$ cat src/rtl/mcrs_pkg.sv
package mcrs_pkg;

  localparam int unsigned RA_W = 8;
  localparam int unsigned RD_W = 32;

  localparam logic [RA_W-1:0] A_ICN_CLK  = 8'h10;
  localparam logic [RA_W-1:0] A_ICN_RST  = 8'h14;
  localparam logic [RA_W-1:0] A_BUS_GATE = 8'h20;
  localparam logic [RA_W-1:0] A_BUS_RST  = 8'h24;
  localparam logic [RA_W-1:0] A_PLL_AUX  = 8'h30;
  localparam logic [RA_W-1:0] A_PLL_MEM  = 8'h34;
  localparam logic [RA_W-1:0] A_CTL_CFG  = 8'h40;
  localparam logic [RA_W-1:0] A_CTL_ICLK = 8'h50;
  localparam logic [RA_W-1:0] A_CTL_RDY  = 8'h54;

  localparam logic [RD_W-1:0] M_TOP      = 32'h8000_0000;
  localparam logic [RD_W-1:0] M_DRAM_BUS = 32'h0000_4000;
  localparam logic [RD_W-1:0] M_PLL_UPD  = 32'h4000_0000;
  localparam logic [RD_W-1:0] M_CFG_SRC  = 32'h0010_0000;
  localparam logic [RD_W-1:0] M_CFG_UPD  = 32'h0001_0000;
  localparam logic [RD_W-1:0] ICLK_WORD  = 32'h0000_C00E;

  localparam int unsigned NUM_STEPS = 18;
  localparam int unsigned STEP_W    = $clog2(NUM_STEPS);

  typedef enum logic [2:0] {
    OP_CLR,       // read, clear mask bits, write back
    OP_SET,       // read, set mask bits, write back
    OP_WR,        // plain write of val
    OP_POLL_LOW,  // read until (data & val) == 0
    OP_POLL_ANY   // read until data != 0
  } op_e;

  typedef struct packed {
    op_e             kind;
    logic [RA_W-1:0] addr;
    logic [RD_W-1:0] val;
  } step_t;

endpackage

$ cat src/rtl/mcrs_step_rom.sv
module mcrs_step_rom
  import mcrs_pkg::*;
#(
  parameter int unsigned PLL_N = 46
) (
  input  logic [STEP_W-1:0] idx,
  output step_t             step,
  output logic              last
);

  localparam logic [5:0]      N_FIELD  = 6'(PLL_N - 1);
  localparam logic [RD_W-1:0] PLL_WORD = M_TOP | M_PLL_UPD | {18'b0, N_FIELD, 8'b0};
  localparam logic [RD_W-1:0] CFG_WORD = M_CFG_SRC | M_CFG_UPD;

  always_comb begin
    unique case (idx)
      // shutdown: clocks off first, then resets held
      5'd0:  step = '{kind: OP_CLR, addr: A_ICN_CLK,  val: M_TOP};
      5'd1:  step = '{kind: OP_CLR, addr: A_BUS_GATE, val: M_DRAM_BUS};
      5'd2:  step = '{kind: OP_CLR, addr: A_PLL_AUX,  val: M_TOP};
      5'd3:  step = '{kind: OP_CLR, addr: A_PLL_MEM,  val: M_TOP};
      5'd4:  step = '{kind: OP_CLR, addr: A_ICN_RST,  val: M_TOP};
      5'd5:  step = '{kind: OP_CLR, addr: A_BUS_RST,  val: M_DRAM_BUS};
      5'd6:  step = '{kind: OP_CLR, addr: A_CTL_CFG,  val: M_TOP};
      // PLL programming and source switch, each with a self-clearing flag
      5'd7:  step = '{kind: OP_WR,       addr: A_PLL_MEM, val: PLL_WORD};
      5'd8:  step = '{kind: OP_POLL_LOW, addr: A_PLL_MEM, val: M_PLL_UPD};
      5'd9:  step = '{kind: OP_WR,       addr: A_CTL_CFG, val: CFG_WORD};
      5'd10: step = '{kind: OP_POLL_LOW, addr: A_CTL_CFG, val: M_CFG_UPD};
      // bring-up: reset release before clock ungate per domain
      5'd11: step = '{kind: OP_SET, addr: A_ICN_RST,  val: M_TOP};
      5'd12: step = '{kind: OP_SET, addr: A_ICN_CLK,  val: M_TOP};
      5'd13: step = '{kind: OP_SET, addr: A_BUS_RST,  val: M_DRAM_BUS};
      5'd14: step = '{kind: OP_SET, addr: A_BUS_GATE, val: M_DRAM_BUS};
      5'd15: step = '{kind: OP_SET, addr: A_CTL_CFG,  val: M_TOP};
      5'd16: step = '{kind: OP_WR,  addr: A_CTL_ICLK, val: ICLK_WORD};
      default: step = '{kind: OP_POLL_ANY, addr: A_CTL_RDY, val: '0};
    endcase
  end

  assign last = (idx == STEP_W'(NUM_STEPS - 1));

endmodule

$ cat src/rtl/mcrs_bus_master.sv
module mcrs_bus_master
  import mcrs_pkg::*;
(
  input  logic            clk,
  input  logic            rst_n,
  input  logic            go,
  input  step_t           cmd,
  output logic            op_done,
  output logic [RD_W-1:0] op_rdata,
  output logic            bus_req,
  output logic            bus_wr,
  output logic [RA_W-1:0] bus_addr,
  output logic [RD_W-1:0] bus_wdata,
  input  logic            bus_ready,
  input  logic [RD_W-1:0] bus_rdata
);

  typedef enum logic [1:0] {B_IDLE, B_RD, B_WR} bst_e;

  bst_e            st_q;
  op_e             kind_q;
  logic [RA_W-1:0] addr_q;
  logic [RD_W-1:0] mask_q;
  logic [RD_W-1:0] wdata_q;

  assign bus_req   = (st_q != B_IDLE);
  assign bus_wr    = (st_q == B_WR);
  assign bus_addr  = addr_q;
  assign bus_wdata = wdata_q;

  always_ff @(posedge clk or negedge rst_n) begin
    if (!rst_n) begin
      st_q     <= B_IDLE;
      kind_q   <= OP_CLR;
      addr_q   <= '0;
      mask_q   <= '0;
      wdata_q  <= '0;
      op_done  <= 1'b0;
      op_rdata <= '0;
    end else begin
      op_done <= 1'b0;
      unique case (st_q)
        B_IDLE: if (go) begin
          kind_q <= cmd.kind;
          addr_q <= cmd.addr;
          mask_q <= cmd.val;
          if (cmd.kind == OP_WR) begin
            wdata_q <= cmd.val;
            st_q    <= B_WR;
          end else begin
            st_q    <= B_RD;
          end
        end
        B_RD: if (bus_ready) begin
          op_rdata <= bus_rdata;
          if (kind_q == OP_CLR) begin
            wdata_q <= bus_rdata & ~mask_q;
            st_q    <= B_WR;
          end else if (kind_q == OP_SET) begin
            wdata_q <= bus_rdata | mask_q;
            st_q    <= B_WR;
          end else begin
            op_done <= 1'b1;
            st_q    <= B_IDLE;
          end
        end
        B_WR: if (bus_ready) begin
          op_done <= 1'b1;
          st_q    <= B_IDLE;
        end
        default: st_q <= B_IDLE;
      endcase
    end
  end

  assert_hold_on_stall_R10: assert property (@(posedge clk) disable iff (!rst_n)
    (bus_req && !bus_ready) |=> (bus_req && $stable(bus_wr) && $stable(bus_addr) && $stable(bus_wdata)));

  assert_rmw_pair_R3: assert property (@(posedge clk) disable iff (!rst_n)
    (bus_req && bus_ready && !bus_wr && (kind_q == OP_CLR || kind_q == OP_SET))
      |=> (bus_req && bus_wr && $stable(bus_addr)));

  assert_single_outstanding_R3: assert property (@(posedge clk) disable iff (!rst_n)
    (go && st_q == B_IDLE) |=> !op_done);

endmodule

$ cat src/rtl/mcrs_poll_timer.sv
module mcrs_poll_timer #(
  parameter int unsigned TO_W = 16
) (
  input  logic            clk,
  input  logic            rst_n,
  input  logic            clr,
  input  logic            miss,
  input  logic [TO_W-1:0] limit,
  output logic            at_limit
);

  logic [TO_W-1:0] cnt_q;

  // the current miss is the last allowed one when cnt+1 reaches the limit
  assign at_limit = ({1'b0, cnt_q} + (TO_W+1)'(1)) >= {1'b0, limit};

  always_ff @(posedge clk or negedge rst_n) begin
    if (!rst_n)     cnt_q <= '0;
    else if (clr)   cnt_q <= '0;
    else if (miss)  cnt_q <= cnt_q + TO_W'(1);
  end

  assert_miss_below_limit_R8: assert property (@(posedge clk) disable iff (!rst_n)
    miss |-> !at_limit);

endmodule

$ cat src/rtl/memclk_bringup_seq.sv
module memclk_bringup_seq
  import mcrs_pkg::*;
#(
  parameter int unsigned PLL_N = 46,
  parameter int unsigned TO_W  = 16
) (
  input  logic              clk,
  input  logic              rst_n,
  input  logic              start,
  input  logic [TO_W-1:0]   poll_limit,
  output logic              busy,
  output logic              done,
  output logic              error,
  output logic [STEP_W-1:0] err_step,
  output logic              bus_req,
  output logic              bus_wr,
  output logic [RA_W-1:0]   bus_addr,
  output logic [RD_W-1:0]   bus_wdata,
  input  logic              bus_ready,
  input  logic [RD_W-1:0]   bus_rdata
);

  typedef enum logic [1:0] {S_IDLE, S_ISSUE, S_WAIT} sst_e;

  sst_e              st_q;
  logic [STEP_W-1:0] step_q;
  step_t             cur;
  logic              cur_last;
  logic              op_done;
  logic [RD_W-1:0]   op_rdata;
  logic              pass;
  logic              at_limit;
  logic              t_clr;
  logic              t_miss;

  mcrs_step_rom #(.PLL_N(PLL_N)) u_rom (
    .idx  (step_q),
    .step (cur),
    .last (cur_last)
  );

  mcrs_bus_master u_bus (
    .clk       (clk),
    .rst_n     (rst_n),
    .go        (st_q == S_ISSUE),
    .cmd       (cur),
    .op_done   (op_done),
    .op_rdata  (op_rdata),
    .bus_req   (bus_req),
    .bus_wr    (bus_wr),
    .bus_addr  (bus_addr),
    .bus_wdata (bus_wdata),
    .bus_ready (bus_ready),
    .bus_rdata (bus_rdata)
  );

  always_comb begin
    unique case (cur.kind)
      OP_POLL_LOW: pass = ((op_rdata & cur.val) == '0);
      OP_POLL_ANY: pass = (op_rdata != '0);
      default:     pass = 1'b1;
    endcase
  end

  assign t_miss = (st_q == S_WAIT) && op_done && !pass && !at_limit;
  assign t_clr  = ((st_q == S_IDLE) && start) ||
                  ((st_q == S_WAIT) && op_done && (pass || at_limit));

  mcrs_poll_timer #(.TO_W(TO_W)) u_timer (
    .clk      (clk),
    .rst_n    (rst_n),
    .clr      (t_clr),
    .miss     (t_miss),
    .limit    (poll_limit),
    .at_limit (at_limit)
  );

  assign busy = (st_q != S_IDLE);

  always_ff @(posedge clk or negedge rst_n) begin
    if (!rst_n) begin
      st_q     <= S_IDLE;
      step_q   <= '0;
      done     <= 1'b0;
      error    <= 1'b0;
      err_step <= '0;
    end else begin
      unique case (st_q)
        S_IDLE: if (start) begin
          step_q <= '0;
          done   <= 1'b0;
          error  <= 1'b0;
          st_q   <= S_ISSUE;
        end
        S_ISSUE: st_q <= S_WAIT;
        S_WAIT: if (op_done) begin
          if (!pass) begin
            if (at_limit) begin
              error    <= 1'b1;
              err_step <= step_q;
              st_q     <= S_IDLE;
            end else begin
              st_q <= S_ISSUE;
            end
          end else if (cur_last) begin
            done <= 1'b1;
            st_q <= S_IDLE;
          end else begin
            step_q <= step_q + STEP_W'(1);
            st_q   <= S_ISSUE;
          end
        end
        default: st_q <= S_IDLE;
      endcase
    end
  end

  assert_quiet_when_idle_R1: assert property (@(posedge clk) disable iff (!rst_n)
    !busy |-> !bus_req);

  assert_flags_exclusive_R9: assert property (@(posedge clk) disable iff (!rst_n)
    !(done && error));

  assert_done_sticky_R9: assert property (@(posedge clk) disable iff (!rst_n)
    (done && !start) |=> done);

  assert_error_silent_R8: assert property (@(posedge clk) disable iff (!rst_n)
    error |-> !bus_req);

  assert_busy_ignores_start_R9: assert property (@(posedge clk) disable iff (!rst_n)
    (busy && start) |=> $stable(step_q) || busy);

endmodule

$ cat config.mk
export PLATFORM = sky130hd
export DESIGN_NAME = memclk_bringup_seq
export DESIGN_NICKNAME = d
export VERILOG_FILES = /design/src/rtl/mcrs_pkg.sv /design/src/rtl/mcrs_step_rom.sv /design/src/rtl/mcrs_bus_master.sv /design/src/rtl/mcrs_poll_timer.sv /design/src/rtl/memclk_bringup_seq.sv
export SDC_FILE = /design/constraint.sdc
export NUM_CORES = 1
export LEC_CHECK = 0
export ABC_AREA = 0
export ABC_CLOCK_PERIOD_IN_PS = 10100
export BUFFER_PORTS_ARGS = -buffer_cell sky130_fd_sc_hd__buf_2
export CAP_MARGIN = 20
export CORE_ASPECT_RATIO = 1.25
export CORE_MARGIN = 10
export CORE_UTILIZATION = 30
export CTS_CLUSTER_SIZE = 8
export DETAILED_ROUTE_END_ITERATION = 10
export SLEW_MARGIN = 20
export SYNTH_ARGS = -nofsm -noshare
export SYNTH_HDL_FRONTEND = slang
export SYNTH_SLANG_ARGS = --single-unit
$ cat constraint.sdc
create_clock -name clk -period 10.1 [get_ports clk]
set_input_delay 1.01 -clock clk [delete_from_list [all_inputs] [get_ports clk]]
set_output_delay 1.01 -clock clk [all_outputs]
set_load 0.1 [all_outputs]
==> reports/metrics.csv <==
metric;value;unit
status;complete, no violations;
start_kind;flop;
grt_max_degree;62;
core_area;19500;um2
crit_path_cell_trace;ha_1 -> nand4_1 -> nor4_1 -> and4_1 -> xor2_1 -> ha_1 -> o21a_1 -> o21ai_1 -> or2_2 -> o2111ai_1 -> nand4_4 -> mux2_1;
crit_type;reg -> reg;
layout_setup_ws;6.27;ns
peakVddDrop;143;uV
die_h;178;um
use_met2;0.206;
worst_pin_slew;1.02;ns
area_delta_synth_final;16.4;%
diodes;0;
fmax;0.261;GHz
synth_warnings;0;
grt_usage;0.118;
fin_nets;808;
slowest_stage;o2111ai_1;
cts_setup_buffers;0;
fin_worst_skew;0.00691;ns
cts_tree;done;
setup_tns;0;ns
relSlewSlack;0.316;
avgSynthCellArea;9.21;um2
worstPathRequired;10.32;ns
ys_ff_latch;111;
gr-max-usage-layer;met2;
place_ws;6.27;ns
grt_overflow;0;
hold_path.class;reg -> reg;
cts_resized;0;
placed_cell_area;6640;um2
dp_hpwl;11.2;mm
min_period_over_period;0.379;
p_per_area;304;nW/um2
yosysMostFrequentCell;nand2_1;
cp_common_cell;ha_1;
cts_buffers;9;
arrival;4.05;ns
clockBufferDepth;2;
die_area;25900;um2
fillers;2035;
grt_setup_unrepaired;no;
max_cap_violations;0;
grt.met3_usage;0.0303;
first_pass_iters;5;
whs_path_depth;2;
die_w;146;um
grtUsageMet1;0.141;
netlist_area;5960;um2
async_flop_share;1.00;
wl;15.1;mm
slowest_delay;0.53;ns
finalNonFillerCells;995;
numPlacedInstances;982;
antenna_found_initial;1;
rows;57;
crit_fanout;6;
rrSetupSlack;6.27;ns
synth_cells;647;
timing.hold.ws;0.477;ns
drive_gt1_frac;0.216;
reg2reg_depth;12;
leakagePower;3.35;nW
ant_nets;0;
via_per_inst;4.75;
detail_route.wl_per_cell;15.2;um
fin_util;0.356;
drv_slew;0;
drcViolationCount;0;
hold_buffers;0;
synth.distinct_cells;64;
ys_seq_area_frac;0.466;
root_buffer;clkbuf_16;
finalPower;2.11;mW
vias;4726;
path_clk_slew;0.07;ns
synth_edf_count;0;
synth.area.top_cells;dfrtp_1, nand2_1, ha_1;
synth_common_cells;nand2_1, dfrtp_1, nor2_1, inv_1;
min_period;3.83;ns
end_kind;flop;
port_buffers;97;
hold-path-endpoint;u_bus.op_rdata[23];
clk_latency;0.34;ns
cts_num_sinks;111;
min-delay-start;u_bus.op_rdata[23];
hold_viol_final;0;
yosysTopAreaCell;dfrtp_1;
synth_top_area_share;0.466;
reg2reg_from;u_timer.cnt_q[0];
grt_pass1_wl;25.2;mm
drt_iter0_drc;268;
place.gp.congestion;0.773;
design_area;6930;um2
cts-htree-levels;3;
reg2reg_to;err_step[4];
synthFlopType;dfrtp_1;
initial_core_util;0.306;
finalSetupViolCount;0;
ios;102;
first_global_vias;4916;
-- where the power goes --
group	internal, mW	total (mW)	switching [mW]	leakage [nW]
clock network	0.202	0.355	0.153	0.141
registers	0.584	0.680	0.0959	1.45
logic	0.222	1.07	0.853	1.75
total	1.01	2.11	1.10	3.35
-- cells by family (layout without fill, tap and decap cells) --
family	count (synthesis)	after routing	synth area share
AND/OR/NAND/NOR	286	286	0.224
AO/OA/AOI/OAI	127	127	0.151
flip-flops	111	111	0.466
buffers and inverters	63	143	0.0477
adder cells (fa/ha/maj)	28	28	0.0588
multiplexers	17	17	0.0313
XOR/XNOR	14	14	0.0206
other	1	4	0.000629
-- registers in the layout, summed over array words and instances (netlist names), 2 cells and up --
| name | cells |
|---|---|
| u_bus.mask_q | 7 |
| u_bus.bus_wdata | 32 |
| u_bus.st_q | 2 |
| u_bus.bus_addr | 4 |
| u_bus.kind_q | 3 |
| err_step | 5 |
| u_bus.op_rdata | 32 |
| step_q | 5 |
| u_timer.cnt_q | 16 |
| st_q | 2 |
-- area by class of cell --
class | instances | area, um2 | share of cell area
Clock inverter | 1 | 30.0 | 0.00433
Tap cell | 265 | 332 | 0.0478
Multi-Input combinational cell | 476 | 2920 | 0.420
Sequential cell | 111 | 2780 | 0.401
Inverter | 30 | 113 | 0.0162
Clock buffer | 12 | 256 | 0.0370
Timing Repair Buffer | 100 | 510 | 0.0736
-- critical path, delay by kind of cell, from the launching register on --
family / cells / cell delay, ns
flops: 1 / 0.43
simple gates: 5 / 1.47
mux: 1 / 0.37
compound gates: 3 / 0.72
fa+ha+maj: 2 / 0.46
xor+xnor: 1 / 0.25
-- cells in the final DEF, fill, tap and decap left out, types with 2 or more instances in the layout --
master,instances
nand2_1,170
dfrtp_1,111
buf_2,96
nor2_1,35
inv_1,30
a21oi_1,28
ha_1,28
o211ai_1,24
o21ai_0,18
a22o_1,15
nand4_1,11
nor4_1,10
xnor2_1,9
mux2_2,9
clkbuf_16,9
nand3_1,8
nor3_1,8
nor2_2,8
or2_2,7
a21oi_2,7
xor2_1,5
a31oi_1,5
mux2i_1,4
o21ai_1,4
a21o_1,4
nand2b_1,4
mux2_1,4
conb_1,4
buf_4,4
or2_1,3
a211oi_1,3
o21a_1,3
nor2b_1,3
and3_1,2
a2111oi_0,2
a221oi_1,2
clkbuf_8,2
-- worst max-delay path by stage --
stage | start | end | slack (ns) | cells past startpoint
CTS | u_timer.cnt_q[0] | err_step[4] | 6.25 | 12
floorplan | u_timer.cnt_q[0] | err_step[2] | 6.81 | 12
global placement | u_timer.cnt_q[0] | err_step[3] | 6.30 | 12
global route | u_timer.cnt_q[0] | u_timer.cnt_q[0] | 5.86 | 11
detailed placement | u_timer.cnt_q[0] | err_step[2] | 6.27 | 12
finish | u_timer.cnt_q[0] | err_step[4] | 6.27 | 12
-- metal layers --
metal,part of all wire,vias to the layer above
met2,0.49,78
met4,0.012,2
met1,0.44,2253
li1,-,2382
met3,0.050,11
met5,0.00046,-
Power figures use the tool's default switching activity.
